`config.mk`:
```
export PLATFORM = sky130hd
export DESIGN_NAME = splt_req_splitter
export DESIGN_NICKNAME = d
export VERILOG_FILES = /design/src/rtl/splt_pkg.sv /design/src/rtl/splt_addr_map.sv /design/src/rtl/splt_ctrl.sv /design/src/rtl/splt_req_splitter.sv
export SDC_FILE = /design/constraint.sdc
export NUM_CORES = 1
export LEC_CHECK = 0
export ABC_AREA = 1
export BUFFER_PORTS_ARGS = -buffer_cell sky130_fd_sc_hd__buf_4
export CAP_MARGIN = 20
export CORE_MARGIN = 2
export CORE_UTILIZATION = 55
export DETAILED_ROUTE_END_ITERATION = 8
export PLACE_DENSITY = 0.86
export SKIP_CTS_REPAIR_TIMING = 1
export SLEW_MARGIN = 10
export SYNTH_ARGS = -nofsm -noshare
export SYNTH_HDL_FRONTEND = slang
export SYNTH_SLANG_ARGS = --single-unit
```
`constraint.sdc`:
```
create_clock -name clk -period 13 [get_ports clk]
set_input_delay 2.6 -clock clk [delete_from_list [all_inputs] [get_ports clk]]
set_output_delay 2.6 -clock clk [all_outputs]
set_load 0.05 [all_outputs]
```
`src/rtl/splt_pkg.sv`:
```
// Shared types and field widths for the request splitter.
package splt_pkg;
    localparam int ROW_W  = 12;   // row field width presented downstream
    localparam int COL_W  = 12;   // column field width presented downstream
    localparam int BANK_O = 2;    // bank port width
    localparam int WRAP_LEN = 4;  // words in a wrapped transfer

    typedef enum logic {
        ST_IDLE  = 1'b0,
        ST_SPLIT = 1'b1
    } split_state_e;
endpackage

```
`src/rtl/splt_addr_map.sv`:
```
// Address map: splits a word address into bank, row and column fields
// according to the run-time column width, and reports how many words
// remain before the end of the current column page.
// Assumes AW >= 14 so the column and bank fields always exist.
module splt_addr_map
    import splt_pkg::*;
#(
    parameter int AW        = 25,
    parameter int NUM_BANKS = 4
) (
    input  logic [AW-1:0]     waddr,
    input  logic [1:0]        col_sel,
    output logic [BANK_O-1:0] bank,
    output logic [ROW_W-1:0]  row,
    output logic [COL_W-1:0]  col,
    output logic [COL_W-1:0]  room
);
    localparam int BANK_W = $clog2(NUM_BANKS);

    logic [3:0]    col_bits;
    logic [COL_W-1:0] col_mask;
    logic [AW-1:0] above_col;

    // Column field and words left to the page end.
    always_comb begin
        col_bits  = 4'd8 + {2'b00, col_sel};
        col_mask  = (COL_W'(1) << col_bits) - COL_W'(1);
        col       = waddr[COL_W-1:0] & col_mask;
        room      = (COL_W'(1) << col_bits) - col;
        above_col = waddr >> col_bits;
    end

    // Bank and row fields; the bank width is picked by NUM_BANKS.
    generate
        if (BANK_W >= 2) begin : g_four_bank
            always_comb begin
                bank = above_col[1:0];
                row  = ROW_W'(above_col >> 2);
            end
        end else begin : g_two_bank
            always_comb begin
                bank = {1'b0, above_col[0]};
                row  = ROW_W'(above_col >> 1);
            end
        end
    endgenerate
endmodule

```
`src/rtl/splt_ctrl.sv`:
```
// Splitter control: captures one application request, walks through it
// piece by piece, and closes it when the final piece is accepted.
// Assumes req_len >= 1 and that the request inputs stay stable while
// req_valid is held. The length width LW must be at least 12.
module splt_ctrl
    import splt_pkg::*;
#(
    parameter int AW = 25,
    parameter int LW = 12
) (
    input  logic             clk,
    input  logic             rst_n,
    input  logic [1:0]       mem_width,
    input  logic             req_valid,
    input  logic [AW-1:0]    req_addr,
    input  logic [LW-1:0]    req_len,
    input  logic             req_wrap,
    input  logic             req_write,
    output logic             req_ack,
    input  logic [COL_W-1:0] room,
    input  logic             pc_ack,
    output logic             pc_valid,
    output logic [LW-1:0]    pc_len,
    output logic             pc_start,
    output logic             pc_last,
    output logic             pc_write,
    output logic             pc_wrap,
    output logic [AW-1:0]    cur_waddr,
    output logic             idle
);
    split_state_e  state_q;
    logic [LW-1:0] rem_q;
    logic          first_q;
    logic          wr_q;
    logic          wrap_q;
    logic [AW-1:0] word_addr;
    logic          fits;

    // Byte to word address conversion for the selected memory width.
    always_comb begin
        case (mem_width)
            2'b00:   word_addr = req_addr >> 2;
            2'b01:   word_addr = req_addr >> 1;
            default: word_addr = req_addr;
        endcase
    end

    // Length of the current piece and the markers offered with it.
    always_comb begin
        fits     = (rem_q <= LW'(room));
        pc_valid = (state_q == ST_SPLIT);
        pc_len   = wrap_q ? LW'(WRAP_LEN) : (fits ? rem_q : LW'(room));
        pc_last  = wrap_q | fits;
        pc_start = first_q;
        pc_write = wr_q;
        pc_wrap  = wrap_q;
        req_ack  = pc_valid & pc_ack & pc_last;
        idle     = (state_q == ST_IDLE) & ~req_valid;
    end

    // Request capture and advance to the next piece on each acceptance.
    always_ff @(posedge clk) begin
        if (!rst_n) begin
            state_q   <= ST_IDLE;
            cur_waddr <= '0;
            rem_q     <= '0;
            first_q   <= 1'b0;
            wr_q      <= 1'b0;
            wrap_q    <= 1'b0;
        end else if (state_q == ST_IDLE) begin
            if (req_valid) begin
                state_q   <= ST_SPLIT;
                cur_waddr <= word_addr;
                rem_q     <= req_len;
                first_q   <= 1'b1;
                wr_q      <= req_write;
                wrap_q    <= req_wrap;
            end
        end else if (pc_ack) begin
            if (pc_last) begin
                state_q <= ST_IDLE;
            end else begin
                cur_waddr <= cur_waddr + AW'(pc_len);
                rem_q     <= rem_q - pc_len;
                first_q   <= 1'b0;
            end
        end
    end

    // an offered piece holds until it is accepted.
    assert_piece_hold_R9: assert property (@(posedge clk) disable iff (!rst_n)
        pc_valid && !pc_ack |=> pc_valid && $stable(pc_len) && $stable(pc_start)
                                && $stable(pc_last) && $stable(cur_waddr));

    // completion returns the splitter to idle, so no second ack follows.
    assert_single_ack_R10: assert property (@(posedge clk) disable iff (!rst_n)
        req_ack |=> !pc_valid && !req_ack);

    // a piece following an accepted non-final piece is never marked first.
    assert_start_once_R8: assert property (@(posedge clk) disable iff (!rst_n)
        pc_valid && pc_ack && !pc_last |=> pc_valid && !pc_start);

    // idle never coexists with an offered piece.
    assert_idle_quiet_R11: assert property (@(posedge clk) disable iff (!rst_n)
        idle |-> !pc_valid);

    // a wrapped piece is always the final one.
    assert_wrap_single_R7: assert property (@(posedge clk) disable iff (!rst_n)
        pc_valid && pc_wrap |-> pc_last && pc_len == LW'(WRAP_LEN));

    // a request seen while idle is offered, marked first, one cycle later.
    assert_first_piece_R12: assert property (@(posedge clk) disable iff (!rst_n)
        !pc_valid && req_valid |=> pc_valid && pc_start);
endmodule

```
`src/rtl/splt_req_splitter.sv`:
```
// Top of the request splitter: control plus address map. The map decodes
// the word address the control is currently working on, so bank, row and
// column follow the piece as it advances.
module splt_req_splitter
    import splt_pkg::*;
#(
    parameter int AW        = 25,
    parameter int LW        = 12,
    parameter int NUM_BANKS = 4
) (
    input  logic          clk,
    input  logic          rst_n,
    input  logic [1:0]    col_sel,
    input  logic [1:0]    mem_width,
    input  logic          req_valid,
    input  logic [AW-1:0] req_addr,
    input  logic [LW-1:0] req_len,
    input  logic          req_wrap,
    input  logic          req_write,
    output logic          req_ack,
    output logic          pc_valid,
    output logic [1:0]    pc_bank,
    output logic [11:0]   pc_row,
    output logic [11:0]   pc_col,
    output logic [LW-1:0] pc_len,
    output logic          pc_write,
    output logic          pc_wrap,
    output logic          pc_start,
    output logic          pc_last,
    input  logic          pc_ack,
    output logic          idle
);
    logic [AW-1:0]    cur_waddr;
    logic [COL_W-1:0] room;

    splt_ctrl #(.AW(AW), .LW(LW)) u_ctrl (
        .clk       (clk),
        .rst_n     (rst_n),
        .mem_width (mem_width),
        .req_valid (req_valid),
        .req_addr  (req_addr),
        .req_len   (req_len),
        .req_wrap  (req_wrap),
        .req_write (req_write),
        .req_ack   (req_ack),
        .room      (room),
        .pc_ack    (pc_ack),
        .pc_valid  (pc_valid),
        .pc_len    (pc_len),
        .pc_start  (pc_start),
        .pc_last   (pc_last),
        .pc_write  (pc_write),
        .pc_wrap   (pc_wrap),
        .cur_waddr (cur_waddr),
        .idle      (idle)
    );

    splt_addr_map #(.AW(AW), .NUM_BANKS(NUM_BANKS)) u_map (
        .waddr   (cur_waddr),
        .col_sel (col_sel),
        .bank    (pc_bank),
        .row     (pc_row),
        .col     (pc_col),
        .room    (room)
    );

    // a non-wrapped piece never runs past the end of its column page.
    assert_in_page_R6: assert property (@(posedge clk) disable iff (!rst_n)
        pc_valid && !pc_wrap |-> ({1'b0, pc_col} + 13'(pc_len)) <= (13'd1 << (8 + col_sel)));
endmodule

```
; Word-level counts from Yosys, hierarchy flattened
; Index checks and enable logic that the tools add are counted.
[op_classes]
addsub = 5
n_lt_le_gt_ge = 1
eq_ne = 3
shift = 2
mux = 19
bitwise_logic = 7
reduce_logical = 4
[ops]
columns = cell, count
row1 = 25-bit 2-to-1 mux, 4
row2 = 12-bit 2-to-1 mux, 6
row3 = 25-bit case mux with 2 select lines, 1
row4 = 25-bit by 12-bit adder with 25-bit output, 1
row5 = 25-bit by 4-bit >> shifter with 14-bit output, 1
row6 = 12-bit subtractor, 2
row7 = 12-bit bitwise AND, 1
row8 = 12-bit <= comparator, 1
row9 = 1-bit by 4-bit left shift with 12-bit output (first input constant), 1
row10 = 12-bit by 2-bit subtractor with 12-bit output (second input constant), 1
row11 = 1-bit 2-to-1 mux, 8
row12 = 4-bit by 2-bit adder with 4-bit output (first input constant), 1
row13 = 2-bit inequality test (second input constant), 2
row14 = 1-bit bitwise AND, 3
row15 = 3-bit AND reduction, 1
row16 = 2-bit by 1-bit == test with 1-bit output (second input constant), 1
row17 = 2-bit zero test, 1
row18 = 1-bit NOT, 2
row19 = 2-bit AND reduction, 1
row20 = 2-bit nonzero test, 1
row21 = 1-bit bitwise OR, 1
[totals]
reg_bits = 41
input_bits = 47
out_inout_bits = 45
word_cells = 47

; Logic depth before layout (Yosys ltp)
; Gate-level depths: netlist of the first run.
[logic_depth]
depth_word = 12
ltp_mapped = 34
mapped_depth_nobuf = 33

; Modules after synthesis
; From an unflattened synthesis of the first run, not the netlist that was laid out.
[hier_totals]
cells_unflattened = 806
hier_area_um2 = 4859.7
[modules_own_cells]
columns = module, n_inst, cells_per_inst, area_each_um2
row1 = splt_ctrl, 1, 660, 4060.1
row2 = splt_addr_map, 1, 146, 799.5

; Worst setup path before layout of the first run
; No wires, ideal clock.
[synth_path]
path_kind = input to output
start = in col_sel[0]
end = out pc_len[0]
arrival_time_ps = 6453
setup_slack_ps = 3947
cell_stages = 19
n_path_buf = 2
path_cell_list = buf_2 -> nand2_1 -> nor2_1 -> inv_1 -> ha_1 -> a21oi_1 -> nand2_1 -> nand2_1 -> nand2_1 -> ha_1 -> nand2_2 -> nor2_4 -> nand2_2 -> a21oi_2 -> nor2_2 -> nor2_8 -> buf_2 -> o21ai_0 -> a21oi_1
[synth_via]
elab_chain_cells = 8
[synth_rtl]
columns = element, line
row1 = "start, declared", splt_req_splitter.sv:13  ; input logic [1:0] col_sel,
row2 = 4-bit by 2-bit adder with 4-bit output, splt_addr_map.sv:26  ; col_bits = 4'd8 + {2'b00, col_sel};
row3 = 1-bit by 4-bit left shift with 12-bit output, splt_addr_map.sv:27  ; col_mask = (COL_W'(1) << col_bits) - COL_W'(1);
row4 = 12-bit by 2-bit subtractor with 12-bit output, splt_addr_map.sv:27
row5 = 12-bit bitwise AND, splt_addr_map.sv:28  ; col = waddr[COL_W-1:0] & col_mask;
row6 = via pc_col[10], splt_req_splitter.sv:24  ; output logic [11:0] pc_col,
row7 = 12-bit subtractor, splt_addr_map.sv:29  ; room = (COL_W'(1) << col_bits) - col;
row8 = 12-bit <= comparator, splt_ctrl.sv:50  ; fits = (rem_q <= LW'(room));
row9 = 12-bit 2-to-1 mux (2 in series), splt_ctrl.sv:52  ; pc_len = wrap_q ? LW'(WRAP_LEN) : (fits ? rem_q : LW'(room));
row10 = "end, declared", splt_req_splitter.sv:25  ; output logic [LW-1:0] pc_len,
; The timed path passes the listed nets, and every way through them passes these cells.

; Worst setup path after layout of the first run
[layout_path]
start = in col_sel[0]
end = out pc_len[10]
[layout_via]
elab_chain_cells = 8
[layout_rtl]
columns = element, line
row1 = 4-bit by 2-bit adder with 4-bit output (*), splt_addr_map.sv:26
row2 = 1-bit by 4-bit left shift with 12-bit output (*), "splt_addr_map.sv:27, splt_addr_map.sv:29"
row3 = 12-bit by 2-bit subtractor with 12-bit output, splt_addr_map.sv:27
row4 = 12-bit bitwise AND, splt_addr_map.sv:28
row5 = 12-bit subtractor (*), splt_addr_map.sv:29
row6 = 12-bit <= comparator, splt_ctrl.sv:50
row7 = 12-bit 2-to-1 mux (*) (2 in series), splt_ctrl.sv:52
; Every way passes the cells marked *; elsewhere a longest branch is shown, timed or not.

==> results of run 1 <==
-- registers in the layout, indices dropped and copies added, names as in the netlist --
signal,flops
u_ctrl.cur_waddr,25
u_ctrl.pc_start,1
u_ctrl.pc_wrap,1
u_ctrl.rem_q,12
u_ctrl.pc_write,1
u_ctrl.pc_valid,1
-- layout make-up --
type	instances	area, um^2
well taps	105	131.4
fillers	776	2826
clock buffers	6	82.58
clock inverters	2	13.76
flip-flops and latches	41	820.8
repair buffers	92	690.7
inverters	108	405.4
multi-input cells	590	3328
-- worst reg2reg max path, delay by kind of cell (launching register included) --
| kind | cells | cell delay (ns) |
|---|---|---|
| buffers and inverters | 4 | 0.35 |
| AO/OA/AOI/OAI | 4 | 0.85 |
| adder cells (fa/ha/maj) | 3 | 0.87 |
| AND/OR/NAND/NOR | 17 | 2.43 |
| XOR/XNOR | 1 | 0.21 |
| flip-flops | 1 | 0.36 |
-- report_power, final --
group	internal, uW	total, uW	switching [uW]
sequential	139	159	19.4
combinational	151	454	304
clock	43.2	94.0	50.8
-- metrics by stage --
stage	util (%)	power [uW]	setup slack, ns	cells	hold slack, ns
6_report	65.94	707.1	4.530	944	0.4889
5_1_grt	65.94	759.1	4.164	944	0.5064
4_1_cts	65.94	701.5	4.572	944	0.4881
3_5_place_dp	64.78	608.4	4.576	936	0.4742
3_3_place_gp	64.78	599.0	4.799	936	0.4505
2_1_floorplan	-	499.6	3.947	779	0.4530
-- kinds of logic (layout without fill, tap and decap cells) --
family	count (synthesis)	in the layout	synth area share, %
AO/OA/AOI/OAI	233	233	27.65
XOR/XNOR	24	24	4.404
adder cells (fa/ha/maj)	39	39	10.54
buffers and inverters	148	208	13.08
flip-flops	41	41	17.20
other	1	1	0.07856
AND/OR/NAND/NOR	293	293	27.05
-- layer usage --
layer	GRT usage, %	wire [um]
met2	50.80	6734
met5	0	0
met3	3.094	752
met4	7.367	305
met1	37.11	6121
-- Yosys cell counts, drive strengths merged, types with 19 or more instances --
| master | count | share of area, % |
|---|---|---|
| inv | 105 | 8.3 |
| nand2 | 160 | 13 |
| buf | 21 | 3.1 |
| o21ai | 104 | 11 |
| clkbuf | 19 | 1.5 |
| a21oi | 66 | 7.1 |
| o22ai | 19 | 2.5 |
| xor2 | 19 | 3.5 |
| dfxtp | 41 | 17 |
| nor2 | 75 | 6.6 |
| nand3 | 35 | 3.9 |
| ha | 37 | 9.7 |
-- final timing paths --
path | startpoint | endpoint | slack (ns) | cells after the start
worst max-delay path | col_sel[0] | pc_len[10] | 4.53 | 21
worst min-delay path | u_ctrl.pc_write | u_ctrl.pc_write | 0.49 | 2
worst max register to register | u_ctrl.cur_waddr[0] | u_ctrl.cur_waddr[24] | 7.82 | 29
worst min register to register | u_ctrl.pc_write | u_ctrl.pc_write | 0.49 | 2
==> run_results.csv, run 1 <==
group,metric,value,unit
clock_network,path_clk_slew,0.09,ns
routing,routedWlPerCell,14.74,um
timing,final.setup_skew,0.006833,ns
power_and_ir_drop,p_leak,0.002681,uW
clock_network,htreeDepth,2,
synth,yosysWarnings,0,
timing,fin_setup_tns,0,ns
synth,postSynthCellCount,779,
cells_and_area,drive_above_1_share,15.38,%
timing,relSlewSlack,59.74,%
global_route,globalRouteOverflowTotal,0,
routing,routed_wirelength,13.91,mm
global_route,antenna_found_initial,0,
routing,drt-pass1-iter-count,8,
cells_and_area,diodes,0,
floorplan,num_io_pins,92,
critical_path,required,10.40,ns
clock_network,clock-sinks,41,
floorplan,start_util,57.52,%
clock_network,root_buffer,"clkbuf_8",
critical_path,crit_arrival,5.87,ns
timing,fin_crit,8.470,ns
clock_network,worstSkewPairLatency,0.30,ns
timing,setup_violations,0,
clock_network,cts_buffer_depth,2,
routing,route.antenna.remaining_nets,0,
critical_path,path_buf_inv,5,
synth,async_flop_share,0,%
min_path,hold_class,"reg2reg",
place,io_buffer_count,90,
routing,vias_per_cell,5.700,
floorplan,die_area,9440,um^2
timing,max_freq,0.1181,GHz
clock_network,numCtsBuffers,5,
floorplan,num_rows,33,
synth,syn_area,4773,um^2
synth,ys.flop_type,"dfxtp_1",
routing,vias,5381,
flow_run,maxCapViolCount,0,
critical_path,critical_path.slowest_cell,"ha_1",
critical_path,cp_cell_sequence,"buf_4 -> nand2_1 -> nor2_1 -> inv_1 -> ha_1 -> a21oi_1 -> nand2_1 -> nand2_1 -> nand2_1 -> ha_1 -> nand2_2 -> nor2_4 -> nand2_2 -> nor3_4 -> inv_1 -> nand2_1 -> nor2_1 -> a21oi_1 -> nand2_1 -> inv_1 -> buf_4",
synth,ys_ff_latch,41,
critical_path,worst_setup_path_start_kind,"primary input",
critical_path,path_max_fanout,26,
cells_and_area,design_area,5473,um^2
outcome,outcome,"complete, no violations",
critical_path,critPathMostFrequentCell,"nand2_1",
synth,synth_nets,865,
critical_path,max_stage_delay,0.33,ns
synth,synth-edff-count,0,
critical_path,crit_path_end_kind,"output port",
cells_and_area,area_delta_synth_final,14.65,%
global_route,track_usage,28.68,%
cells_and_area,final_common_cell,"nand2_1",
synth,yosysSeqAreaShare,17.20,%
floorplan,fp.dieW,97.16,um
place,post-dp-hpwl,10.78,mm
global_route,grt_pass1_wl,22.98,mm
global_route,grt_max_degree,52,
timing,min_period_over_period,65.15,%
timing,hold_viol,0,
global_route,grt_pass1_vias,4928,
synth,avgSynthCellArea,6.128,um^2
critical_path,critPathKind,"in2out",
cells_and_area,layout_common_cells,"nand2_1 (154), inv_1 (102), o21ai_0 (98)",
timing,report.final.slew_viol_count,0,
synth,ys_types,48,
place,placed_area,5376,um^2
floorplan,core,8299,um^2
timing,rsz0062_at_grt,"false",
critical_path,path_delay_family,"simple AND/OR/NAND/NOR gates",
power_and_ir_drop,vdd_drop_max,0.05708,mV
floorplan,fp.dieH,97.16,um
timing,tightest_slew,0.6032,ns
routing,drtIter0Drc,304,
power_and_ir_drop,p_per_area,129.2,nW/um^2
cells_and_area,finalNetCount,924,
place,finalWeightedCongestion,0.9232,
routing,drc,0,
clock_network,cts_tree,"done",
Note: power is estimated with default switching activity, not from simulation.
==> inputs of run 2 (changes only) <==
Settings changed: CORE_UTILIZATION 55 to 52.
Clock period 13 ns to 7.13 ns, I/O delays scaled along.
==> run_results.csv, run 2 (synthesis gave the netlist of run 1 again) <==
group,metric,value,unit
timing,min_period_over_period,86.16,%
timing,tightest_slew,0.6261,ns
cells_and_area,drive_above_1_share,15.38,%
critical_path,path_max_fanout,26,
routing,drt-pass1-iter-count,5,
timing,hold_viol,0,
critical_path,max_stage_delay,0.34,ns
critical_path,worst_setup_path_start_kind,"primary input",
global_route,grt_pass1_wl,21.76,mm
min_path,worstHoldEndpoint,"u_ctrl.pc_start",
floorplan,num_io_pins,92,
routing,routed_wirelength,12.99,mm
routing,route.antenna.remaining_nets,0,
timing,rsz0062_at_grt,"false",
routing,drc,0,
clock_network,root_buffer,"clkbuf_8",
power_and_ir_drop,vdd_drop_max,0.1093,mV
floorplan,start_util,54.21,%
min_path,hold_class,"reg2reg",
floorplan,fp.dieW,99.81,um
critical_path,critPathKind,"in2out",
clock_network,path_clk_slew,0.09,ns
critical_path,reg2reg_depth,30,
min_path,hold_path_depth,2,
cells_and_area,layout_common_cells,"nand2_1 (154), inv_1 (102), o21ai_0 (98)",
timing,final.setup_skew,0.003860,ns
timing,setup_violations,0,
cells_and_area,diodes,0,
cells_and_area,area_delta_synth_final,15.60,%
floorplan,fp.dieH,99.81,um
clock_network,htreeDepth,2,
outcome,outcome,"complete, no violations",
clock_network,numCtsBuffers,5,
global_route,grt_pass1_vias,4664,
timing,report.final.slew_viol_count,0,
critical_path,r2r_end,"u_ctrl.cur_waddr[22]",
critical_path,required,5.70,ns
critical_path,regToRegSetupSlack,2.16,ns
global_route,antenna_found_initial,0,
clock_network,cts_tree,"done",
timing,fin_setup_tns,0,ns
floorplan,core,8806,um^2
cells_and_area,regMostFlops,"u_ctrl.cur_waddr",
clock_network,cts_buffer_depth,2,
critical_path,crit_path_end_kind,"output port",
place,finalWeightedCongestion,0.9594,
floorplan,die_area,9962,um^2
cells_and_area,finalNetCount,924,
flow_run,maxCapViolCount,0,
timing,relSlewSlack,58.21,%
critical_path,critical_path.slowest_cell,"ha_1",
clock_network,worstSkewPairLatency,0.31,ns
routing,drtIter0Drc,300,
cells_and_area,fillers,836,
place,post-dp-hpwl,9.740,mm
timing,fin_crit,6.143,ns
power_and_ir_drop,p_leak,0.002699,uW
cells_and_area,postLayoutCoreUtil,62.66,%
critical_path,timing.rr.start,"u_ctrl.cur_waddr[0]",
cells_and_area,largest_reg_flops,25,
routing,vias_per_cell,5.496,
global_route,globalRouteOverflowTotal,0,
min_path,hp-start,"u_ctrl.pc_start",
power_and_ir_drop,p_per_area,243.5,nW/um^2
timing,max_freq,0.1628,GHz
global_route,track_usage,26.50,%
global_route,grt_max_degree,52,
cells_and_area,final_common_cell,"nand2_1",
clock_network,clock-sinks,41,
critical_path,cp_cell_sequence,"buf_4 -> nand2_1 -> nor2_1 -> inv_1 -> ha_1 -> a21oi_1 -> nand2_1 -> nand2_1 -> nand2_1 -> ha_1 -> nand2_2 -> nor2_4 -> nand2_2 -> nor3_4 -> inv_1 -> nand2_1 -> nor2_1 -> a21oi_1 -> nand2_1 -> inv_1 -> buf_4",
critical_path,critPathMostFrequentCell,"nand2_1",
critical_path,crit_arrival,4.72,ns
cells_and_area,reg_top3,"u_ctrl.cur_waddr x25, u_ctrl.rem_q x12",
floorplan,num_rows,34,
place,io_buffer_count,90,
routing,routedWlPerCell,13.71,um
routing,vias,5205,
==> run 2: critical path: cells and delay by family <==
kind,cells,cell delay [ns]
AO/OA/AOI/OAI,2,0.36
buffers and inverters,5,0.74
adder cells (fa/ha/maj),2,0.65
AND/OR/NAND/NOR,12,1.54
==> run 2: layout make-up <==
type / count / area, um^2 / area share (%)
clock buffers: 5 / 68.82 / 1.247
inverters: 108 / 405.4 / 7.347
repair buffers: 92 / 690.7 / 12.52
multi-input cells: 590 / 3328 / 60.32
clock inverters: 3 / 68.82 / 1.247
well taps: 108 / 135.1 / 2.449
flip-flops and latches: 41 / 820.8 / 14.88
==> run 2: how the worst max path moves through the flow <==
stage          startpoint  slack, ns  cells after the start                   end
6_report       col_sel[0]       0.99                     21            pc_len[10]
5_1_grt        col_sel[0]       0.66                     21            pc_len[10]
4_1_cts        col_sel[0]       1.03                     21            pc_len[10]
3_5_place_dp   col_sel[0]       1.12                     21            pc_len[10]
3_3_place_gp   col_sel[0]       1.23                     21            pc_len[10]
2_1_floorplan  col_sel[0]       0.24                     31  u_ctrl.cur_waddr[22]
==> run 2: where the power goes <==
part	switching [uW]	internal [uW]
clock	97.6	141
sequential	36.2	254
combinational	540	275
total	674	670
==> run 2: metal layers <==
metal	vias to the layer above	GRT usage [%]	wire [um]
li1	2732	-	-
met1	2291	36.13	6005
met2	164	44.75	5975
met3	18	2.507	773
met4	0	7.587	233
met5	-	0	0
==> run 2: stage by stage <==
step	std cells	total power, uW	instance area (um^2)	worst slack, ns	hold WS [ns]
3_3_place_gp	939	1087	5380	1.226	0.4547
4_1_cts	947	1338	5518	1.030	0.4700
5_1_grt	947	1447	5518	0.6557	0.5141
6_report	947	1344	5518	0.9865	0.4700
3_5_place_dp	939	1094	5380	1.123	0.4559
2_1_floorplan	779	910.9	4773	0.2365	0.4530
